--- config.mk ---
export PLATFORM = sky130hd
export DESIGN_NAME = pwm_cmp_chan
export DESIGN_NICKNAME = d
export VERILOG_FILES = /design/src/rtl/pwm_cmp_pkg.sv /design/src/rtl/pwm_cmp_dp.sv /design/src/rtl/pwm_cmp_ctrl.sv /design/src/rtl/pwm_cmp_chan.sv
export SDC_FILE = /design/constraint.sdc
export NUM_CORES = 1
export LEC_CHECK = 0
export ABC_AREA = 1
export CORE_AREA = 4 4 77 79
export CTS_CLUSTER_DIAMETER = 50
export CTS_CLUSTER_SIZE = 12
export DETAILED_ROUTE_END_ITERATION = 6
export DIE_AREA = 0 0 81 83
export GPL_ROUTABILITY_DRIVEN = 1
export MAX_ROUTING_LAYER = met4
export PLACE_DENSITY_LB_ADDON = 0.08
export SETUP_SLACK_MARGIN = 0.1
export SYNTH_ARGS = -nofsm -noshare
export SYNTH_HDL_FRONTEND = slang
export SYNTH_SLANG_ARGS = --single-unit
--- constraint.sdc ---
create_clock -name clk -period 2.25 [get_ports clk]
set_input_delay 0.45 -clock clk [delete_from_list [all_inputs] [get_ports clk]]
set_output_delay 0.45 -clock clk [all_outputs]
set_load 0.02 [all_outputs]
--- src/rtl/pwm_cmp_pkg.sv ---
package pwm_cmp_pkg;
  localparam logic [2:0] MODE_PWM1 = 3'b110;
  localparam logic [2:0] MODE_PWM2 = 3'b111;

  typedef struct packed {
    logic [2:0] mode;
    logic       preloadEn;
    logic       activeLow;
    logic       chanEn;
  } chanCfg_t;

  typedef struct packed {
    logic preloadLoad;
    logic shadowFromBus;
    logic shadowFromPre;
    logic periodMark;
  } cmpStrobe_t;
endpackage

--- src/rtl/pwm_cmp_dp.sv ---
module pwm_cmp_dp
  import pwm_cmp_pkg::*;
#(
  parameter int CNT_W = 8
) (
  input  logic             clk,
  input  logic             rstN,
  input  chanCfg_t         cfg,
  input  cmpStrobe_t       strobe,
  input  logic [CNT_W-1:0] cmpData,
  input  logic [CNT_W-1:0] cnt,
  input  logic             cntDown,
  input  logic [CNT_W-1:0] reloadVal,
  output logic             atMatch,
  output logic             refOut
);
  localparam logic [CNT_W-1:0] ZERO = '0;

  logic [CNT_W-1:0] preVal;
  logic [CNT_W-1:0] shadowVal;
  logic             prevHigh;
  logic             refReg;
  logic             suppress;
  logic             baseRef;
  logic             mode1Ref;
  logic             refNext;

  always_ff @(posedge clk) begin
    if (!rstN) begin
      preVal    <= '0;
      shadowVal <= '0;
      prevHigh  <= 1'b0;
    end else begin
      if (strobe.preloadLoad) preVal <= cmpData;
      if (strobe.shadowFromBus)      shadowVal <= cmpData;
      else if (strobe.shadowFromPre) shadowVal <= preVal;
      if (strobe.periodMark) prevHigh <= (shadowVal >= reloadVal);
    end
  end

  always_comb begin
    suppress = prevHigh && (shadowVal == ZERO) && (cnt == ZERO);
    baseRef  = cntDown ? (cnt <= shadowVal) : (cnt < shadowVal);
    mode1Ref = baseRef && !suppress;
    atMatch  = (cnt == shadowVal) && !suppress;
    case (cfg.mode)
      MODE_PWM1: refNext = mode1Ref;
      MODE_PWM2: refNext = !mode1Ref;
      default:   refNext = 1'b0;
    endcase
  end

  always_ff @(posedge clk) begin
    if (!rstN) refReg <= 1'b0;
    else       refReg <= refNext;
  end

  assign refOut = refReg;


  preload_hold_chk: assert property (@(posedge clk) disable iff (!rstN)
    (cfg.preloadEn && !strobe.shadowFromPre) |=> $stable(shadowVal));


  zero_cmp_low_chk: assert property (@(posedge clk) disable iff (!rstN)
    (cfg.mode == MODE_PWM1 && !cntDown && shadowVal == ZERO) |=> !refReg);


  above_reload_high_chk: assert property (@(posedge clk) disable iff (!rstN)
    (cfg.mode == MODE_PWM1 && shadowVal > reloadVal && cnt <= reloadVal) |=> refReg);


  wrap_suppress_chk: assert property (@(posedge clk) disable iff (!rstN)
    (cfg.mode == MODE_PWM1 && prevHigh && shadowVal == ZERO && cnt == ZERO) |=> !refReg);


  other_mode_low_chk: assert property (@(posedge clk) disable iff (!rstN)
    (cfg.mode != MODE_PWM1 && cfg.mode != MODE_PWM2) |=> !refReg);
endmodule

--- src/rtl/pwm_cmp_ctrl.sv ---
module pwm_cmp_ctrl
  import pwm_cmp_pkg::*;
(
  input  logic       clk,
  input  logic       rstN,
  input  logic       cfgWr,
  input  logic [2:0] cfgMode,
  input  logic       cfgPreload,
  input  logic       cfgActiveLow,
  input  logic       cfgChanEn,
  input  logic       cmpWr,
  input  logic       updEvt,
  input  logic       tickEn,
  input  logic       cntDown,
  input  logic [1:0] alignSel,
  input  logic       flagClr,
  input  logic       atMatch,
  output chanCfg_t   cfg,
  output cmpStrobe_t strobe,
  output logic       cmpFlag
);
  logic dirOk;
  logic setNow;
  logic flagReg;

  always_ff @(posedge clk) begin
    if (!rstN) begin
      cfg <= '0;
    end else if (cfgWr) begin
      cfg.mode      <= cfgMode;
      cfg.preloadEn <= cfgPreload;
      cfg.activeLow <= cfgActiveLow;
      cfg.chanEn    <= cfgChanEn;
    end
  end

  always_comb begin
    strobe.preloadLoad   = cmpWr;
    strobe.shadowFromBus = cmpWr && !cfg.preloadEn;
    strobe.shadowFromPre = updEvt && cfg.preloadEn;
    strobe.periodMark    = updEvt;
    case (alignSel)
      2'b01:   dirOk = cntDown;
      2'b10:   dirOk = !cntDown;
      default: dirOk = 1'b1;
    endcase
    setNow = tickEn && atMatch && dirOk;
  end

  always_ff @(posedge clk) begin
    if (!rstN)        flagReg <= 1'b0;
    else if (setNow)  flagReg <= 1'b1;
    else if (flagClr) flagReg <= 1'b0;
  end

  assign cmpFlag = flagReg;


  both_dir_set_chk: assert property (@(posedge clk) disable iff (!rstN)
    (tickEn && atMatch && (alignSel == 2'b00 || alignSel == 2'b11)) |=> flagReg);


  down_only_chk: assert property (@(posedge clk) disable iff (!rstN)
    (alignSel == 2'b01 && !cntDown && !flagReg && !flagClr) |=> !flagReg);


  up_only_chk: assert property (@(posedge clk) disable iff (!rstN)
    (alignSel == 2'b10 && cntDown && !flagReg && !flagClr) |=> !flagReg);


  sticky_chk: assert property (@(posedge clk) disable iff (!rstN)
    (flagReg && !flagClr) |=> flagReg);


  clear_chk: assert property (@(posedge clk) disable iff (!rstN)
    (flagClr && !tickEn) |=> !flagReg);
endmodule

--- src/rtl/pwm_cmp_chan.sv ---
module pwm_cmp_chan
  import pwm_cmp_pkg::*;
#(
  parameter int CNT_W = 8
) (
  input  logic             clk,
  input  logic             rstN,
  input  logic [CNT_W-1:0] cnt,
  input  logic             cntDown,
  input  logic             tickEn,
  input  logic             updEvt,
  input  logic [CNT_W-1:0] reloadVal,
  input  logic [1:0]       alignSel,
  input  logic             cfgWr,
  input  logic [2:0]       cfgMode,
  input  logic             cfgPreload,
  input  logic             cfgActiveLow,
  input  logic             cfgChanEn,
  input  logic             cmpWr,
  input  logic [CNT_W-1:0] cmpData,
  input  logic             flagClr,
  output logic             chOut,
  output logic             refOut,
  output logic             cmpFlag
);
  chanCfg_t   cfg;
  cmpStrobe_t strobe;
  logic       atMatch;

  pwm_cmp_ctrl u_ctrl (
    .clk(clk), .rstN(rstN), .cfgWr(cfgWr), .cfgMode(cfgMode),
    .cfgPreload(cfgPreload), .cfgActiveLow(cfgActiveLow), .cfgChanEn(cfgChanEn),
    .cmpWr(cmpWr), .updEvt(updEvt), .tickEn(tickEn), .cntDown(cntDown),
    .alignSel(alignSel), .flagClr(flagClr), .atMatch(atMatch),
    .cfg(cfg), .strobe(strobe), .cmpFlag(cmpFlag)
  );

  pwm_cmp_dp #(.CNT_W(CNT_W)) u_dp (
    .clk(clk), .rstN(rstN), .cfg(cfg), .strobe(strobe), .cmpData(cmpData),
    .cnt(cnt), .cntDown(cntDown), .reloadVal(reloadVal),
    .atMatch(atMatch), .refOut(refOut)
  );

  assign chOut = cfg.chanEn ? (refOut ^ cfg.activeLow) : cfg.activeLow;


  disabled_level_chk: assert property (@(posedge clk) disable iff (!rstN)
    (!cfgWr && !cfg.chanEn) |=> (chOut == $past(cfg.activeLow)));
endmodule

==> metrics.yaml, run 1 <==
async_flop_share_pct: 0
fmax_mhz: 517
power_leakage_uw: 0.000957
rr_endpoint: "u_dp.refOut"
post-route-min-period_ps: 1940
critPathMaxStageDelay_ps: 590
die_h_um: 83
synth_area_leaders: "dfxtp_1 (32%), ha_1 (15%), inv_1 (9.5%)"
yosys.area.top_type: "dfxtp_1"
r2r_start: "u_dp.shadowVal[3]"
clockBufferDepth: 2
grtUsageTotal_pct: 11.1
tightest_slew_ps: 520
synth-simple-area-share_pct: 20.2
post_cts_buffers: 0
synth_xor_area_share_pct: 0.569
drc_errors: 0
syn-num-nets: 277
worstPathCellList: "nand2_1, xor2_1, inv_1, clkdlybuf4s50_1"
synth_commonest_cells: "inv_1 (39), nand2_1 (35), nor2_1 (26)"
status: "finished, final reports clean"
first_iter_violations: 27
drt_wl_total_um: 3440
grt_antenna_before_repair: 0
wl_per_cell_um: 10.3
antenna_cells: 0
report.final.hold_viol_count: 0
synth_flop_cell: "dfxtp_1"
required_ps: 1800
die-area_um2: 6720
grt_pass1_vias: 1302
slew_violations: 0
htreeDepth: 1
multiInputGateArea_um2: 841
start_util_pct: 28.9
whs_path_depth: 2
synth.distinct_cells: 24
vdd_ir_drop_max_uv: 260
tns_ps: 0
syn_inst: 219
post-dp-hpwl_um: 2860
die_x_um: 81
rows: 27
drive_above_1_share_pct: 4.20
io_pins: 43
syn2layout_area_growth_pct: 34.4
arrival_ps: 1490
min_path_type: "reg -> reg"
holdBufCountCts: 0
synth_top_family_by_area: "simple AND/OR/NAND/NOR gates"
synth_area_um2: 1540
synth_fa_ha_area_share_pct: 14.6
seq_area_um2: 500
grt_first_pass_wirelength_um: 5850
fill_cells: 627
cts_buffers: 3
reg2reg_slack_ps: 810
ys_ff_latch: 25
postSynthAreaPerCell_um2: 7.03
via_per_inst: 4.17
hp-start: "u_ctrl.cfg[4]"
dr.pass1.iters: 4
max_slew_margin_pct: 65.4
maxCapViolations: 0
io_buffers: 42
grt_max_degree: 18
synthMuxAreaShare_pct: 0
critPathTopFamily: "buffers and inverters"
path_class: "reg -> out"
worstSkewPairLatency_ps: 270
ys_seq_area_share_pct: 32.5
tritoncts: "yes"
ctsResizeCount: 0
final-setup-viol-count: 0
cp-end-kind: "output port"
cts_root_buffer: "clkbuf_8"
path_buf_inv: 2
synth_compound_area_share_pct: 19.2
cpMaxStageDelayCell: "clkdlybuf4s50_1"
synth_edf_count: 0
via_count: 1394
core_area_um2: 5340
cp-start-kind: "flop"
synth_top_area_share_pct: 32.5
clkSinkCount: 25
placed_area_um2: 2020
nNetsFinal: 321
p_per_area_nw_per_um2: 501
grt_remaining_overflow: 0
skew_ps: 10.7
rsz0062_at_grt: "no"
ant_nets: 0
reg2regPathDepth: 12
timing.final.crit_share_pct: 86.0
synth_warnings: 0
clk_pin_slew_ps: 80
crit_fanout: 2
yosysMostFrequentCell: "inv_1"
holdPathEnd: "u_ctrl.cfg[4]"
final_area_um2: 2070
place_congestion: 0.731
[flip-flops by register name, indices dropped and copies added (netlist names)]
signal          count
u_dp.refOut         1
u_dp.preVal         8
u_dp.shadowVal      8
u_ctrl.cmpFlag      1
u_dp.prevHigh       1
u_ctrl.cfg          6
[placed cells by master (no fill, tap or decap), types with 2 or more instances in the layout]
| master | instances |
|---|---|
| a211oi_1 | 6 |
| a21oi_1 | 18 |
| buf_4 | 2 |
| clkbuf_8 | 3 |
| clkdlybuf4s50_1 | 42 |
| dfxtp_1 | 25 |
| ha_1 | 18 |
| inv_1 | 39 |
| inv_2 | 2 |
| nand2_1 | 35 |
| nand3_1 | 5 |
| nand4_1 | 2 |
| nor2_1 | 26 |
| nor3_1 | 3 |
| o21a_1 | 2 |
| o21ai_0 | 19 |
| o21ai_1 | 6 |
[worst min-delay path, cell delays in order (launching register included)]
cell and delay [ps]:
dfxtp_1 300, inv_1 60, a21oi_1 60
[how the worst max path moves through the flow]
stage	from	endpoint	slack (ps)	cells after the start
global placement	cmpWr	u_dp.shadowVal[4]	260	7
floorplan	cnt[3]	u_dp.refOut	890	11
finish	u_dp.refOut	chOut	310	4
global route	u_dp.refOut	chOut	220	4
detailed placement	cmpWr	u_dp.shadowVal[5]	220	7
CTS	u_dp.refOut	chOut	310	4
[layout make-up]
class	count	share of cell area, %
Tap cell	72	4.35
Sequential cell	25	24.2
Multi-Input combinational cell	147	40.6
Clock buffer	3	1.99
Inverter	42	7.61
Timing Repair Buffer	44	21.0
Clock inverter	1	0.242
[per-layer routing]
metal | track usage [%] | up-vias | wire (um)
met3 | 1.63 | 2 | 157
met5 | - | - | 0
met2 | 16.9 | 23 | 1510
met1 | 15.1 | 577 | 1750
li1 | - | 792 | -
met4 | 3.23 | 0 | 26
[metrics by stage]
step,setup slack [ps],power (uW),instances,hold slack [ps],util (%)
5_1_grt,225,1130,334,488,38.8
4_1_cts,307,1060,334,461,38.8
2_1_floorplan,889,673,219,434,-
6_report,314,1040,334,458,38.8
3_3_place_gp,263,787,330,447,37.9
3_5_place_dp,222,789,330,449,37.9
[logic make-up (layout without fill, tap and decap cells)]
family                     Yosys count  after routing
AOI/OAI and AO/OA                   53             53
and+or+nand+nor                     75             75
xor gates and xnor gates             1              1
DFF                                 25             25
adders and majority gates           18             18
buffers and inverters               47             90
[report_power, final]
group	total (uW)	internal, uW	leakage [uW]	switching (uW)
Sequential	492	475	0.000207	17.2
Clock	264	124	0.0000255	141
Combinational	280	140	0.000725	141
(Power assumes the default switching activity.)
==> inputs of run 2 (changes only) <==
--- a/config.mk
+++ b/config.mk
@@ -6,11 +6,11 @@
 export NUM_CORES = 1
 export LEC_CHECK = 0
 export ABC_AREA = 1
-export CORE_AREA = 4 4 77 79
+export CORE_AREA = 4 4 84 86
 export CTS_CLUSTER_DIAMETER = 50
 export CTS_CLUSTER_SIZE = 12
 export DETAILED_ROUTE_END_ITERATION = 6
-export DIE_AREA = 0 0 81 83
+export DIE_AREA = 0 0 88 90
 export GPL_ROUTABILITY_DRIVEN = 1
 export MAX_ROUTING_LAYER = met4
 export PLACE_DENSITY_LB_ADDON = 0.08
==> run 2 against run 1 <==
  * Global-route usage fell by 1.3 points
  * Die area rose by 18%
  * Power rose by 0.22%
  * Worst hold slack improved by 2.4 ps
  * Flip-flop and latch count unchanged
  * Non-clock buffer count unchanged
  * First-iteration DRC count grew 67%
  * Clock-buffer cell count rose by 1
  * Utilization shrank 5.7 points
  * Routed wire length increased by 7.2%
  * Combinational power is essentially flat
  * Highest routed layer unchanged
==> metrics.yaml, run 2 (synthesis gave the netlist of run 1 again) <==
post_cts_buffers: 0  # unchanged
maxCapViolations: 0  # unchanged
rows: 29  # was 27
dr.pass1.iters: 4  # unchanged
arrival_ps: 1460  # was 1490 ps
power_leakage_uw: 0.000955  # was 0.000957 uW
hp-start: "u_ctrl.cfg[5]"  # was u_ctrl.cfg[4]
grt_max_degree: 18  # unchanged
mostFrequentLayoutCells: "clkdlybuf4s50_1 (42), inv_1 (39), nand2_1 (35)"  # unchanged
r2r_start: "u_dp.shadowVal[3]"  # unchanged
first_iter_violations: 45  # was 27
skew_ps: 6.36  # was 10.7 ps
drive_above_1_share_pct: 3.82  # was 4.20%
post-dp-hpwl_um: 3000  # was 2860 um
tns_ps: 0  # unchanged
start_util_pct: 24.5  # was 28.9%
drt_wl_total_um: 3690  # was 3440 um
min_path_type: "reg -> reg"  # unchanged
final_cells: 339  # was 334
layout_commonest_cell: "clkdlybuf4s50_1"  # unchanged
placed_cells: 335  # was 330
holdBufCountCts: 0  # unchanged
antenna_cells: 0  # unchanged
io_pins: 43  # unchanged
fmax_mhz: 524  # was 517 MHz
ant_nets: 0  # unchanged
syn2layout_area_growth_pct: 34.8  # was 34.4%
htreeDepth: 1  # unchanged
whs_path_depth: 2  # unchanged
rr_endpoint: "u_dp.refOut"  # unchanged
tritoncts: "yes"  # unchanged
report.final.hold_viol_count: 0  # unchanged
grt_first_pass_wirelength_um: 6100  # was 5850 um
die_h_um: 90  # was 83 um
preCtsSetupSlack_ps: 212  # was 222 ps
reg.largest.list: "u_dp.preVal (8), u_dp.shadowVal (8), u_ctrl.cfg (6)"  # unchanged
cp-start-kind: "flop"  # unchanged
clockBufferDepth: 2  # unchanged
clk_pin_slew_ps: 80  # about the same
drc_errors: 0  # unchanged
ctsResizeCount: 0  # unchanged
cts_root_buffer: "clkbuf_8"  # unchanged
seq_area_um2: 500  # unchanged
nNetsFinal: 321  # unchanged
die-area_um2: 7920  # was 6720 um2
place_congestion: 0.692  # was 0.731
max_slew_margin_pct: 64.7  # was 65.4%
fill_cells: 696  # was 627
final_core_util_pct: 33.1  # was 38.8%
required_ps: 1800  # about the same
p_per_area_nw_per_um2: 501  # about the same
via_count: 1382  # was 1394
vdd_ir_drop_max_uv: 199  # was 260 uV
grtUsageTotal_pct: 9.77  # was 11.1%
post-route-min-period_ps: 1910  # was 1940 ps
grt_remaining_overflow: 0  # unchanged
fin_ws_ps: 341  # was 314 ps
reg2reg_slack_ps: 800  # was 810 ps
final-setup-viol-count: 0  # unchanged
cp-end-kind: "output port"  # unchanged
slew_violations: 0  # unchanged
holdPathEnd: "u_ctrl.cfg[5]"  # was u_ctrl.cfg[4]
timing.final.crit_share_pct: 84.8  # was 86.0%
die_x_um: 88  # was 81 um
tightest_slew_ps: 529  # was 520 ps
wl_per_cell_um: 10.9  # was 10.3 um
reg2regPathDepth: 12  # unchanged
core_area_um2: 6280  # was 5340 um2
via_per_inst: 4.08  # was 4.17
multiInputGateArea_um2: 841  # unchanged
grt_antenna_before_repair: 0  # unchanged
whs_ps: 461  # was 458 ps
rsz0062_at_grt: "no"  # unchanged
status: "finished, final reports clean"  # unchanged
worstSkewPairLatency_ps: 260  # was 270 ps
cts_buffers: 3  # unchanged
crit_fanout: 2  # unchanged
grt_pass1_vias: 1333  # was 1302
io_buffers: 42  # unchanged
path_class: "reg -> out"  # unchanged
clkSinkCount: 25  # unchanged
run 2: cell types whose count changed in the layout (fill, tap and decap cells not counted), sizes merged:
cell | previous run | this run
clkbuf | 3 | 4
clkinv | 2 | 1
run 2: area by class of cell:
cell class,count,share of cell area (%)
timing repair buffer,44,21.0
sequential,25,24.1
multi-input combinational,147,40.5
inverter,42,7.59
clock buffer,4,2.17
tap,77,4.64
run 2: how the worst max path moves through the flow:
stage	startpoint	endpoint	slack, ps	depth (start not counted)
3_5_place_dp	cmpWr	u_dp.shadowVal[2]	210	7
2_1_floorplan	cnt[3]	u_dp.refOut	890	11
5_1_grt	u_dp.refOut	chOut	250	4
4_1_cts	u_dp.refOut	chOut	310	4
3_3_place_gp	cmpWr	u_dp.shadowVal[2]	250	7
6_report	u_dp.refOut	chOut	340	4
run 2: through the flow:
stage | total power, uW | instance area (um2)
3_5_place_dp | 791 | 2030
4_1_cts | 1060 | 2080
3_3_place_gp | 790 | 2030
2_1_floorplan | 673 | 1540
5_1_grt | 1130 | 2080
6_report | 1040 | 2080
run 2: power breakdown:
group / internal [uW] / switching (uW)
registers: 475 / 17.8
clock network: 126 / 136
logic: 140 / 144
run 2: critical path, stage by stage, from the launching register on:
cell,delay [ps]
dfxtp_1,350
nand2_1,70
xor2_1,140
inv_1,50
clkdlybuf4s50_1,590
run 2: layer usage:
layer	vias to the layer above	wire length (um)	global-route usage, %
met1	572	1790	13.0
li1	790	-	-
met2	18	1750	15.3
met3	2	122	1.46
met5	-	0	-
met4	0	25	2.69
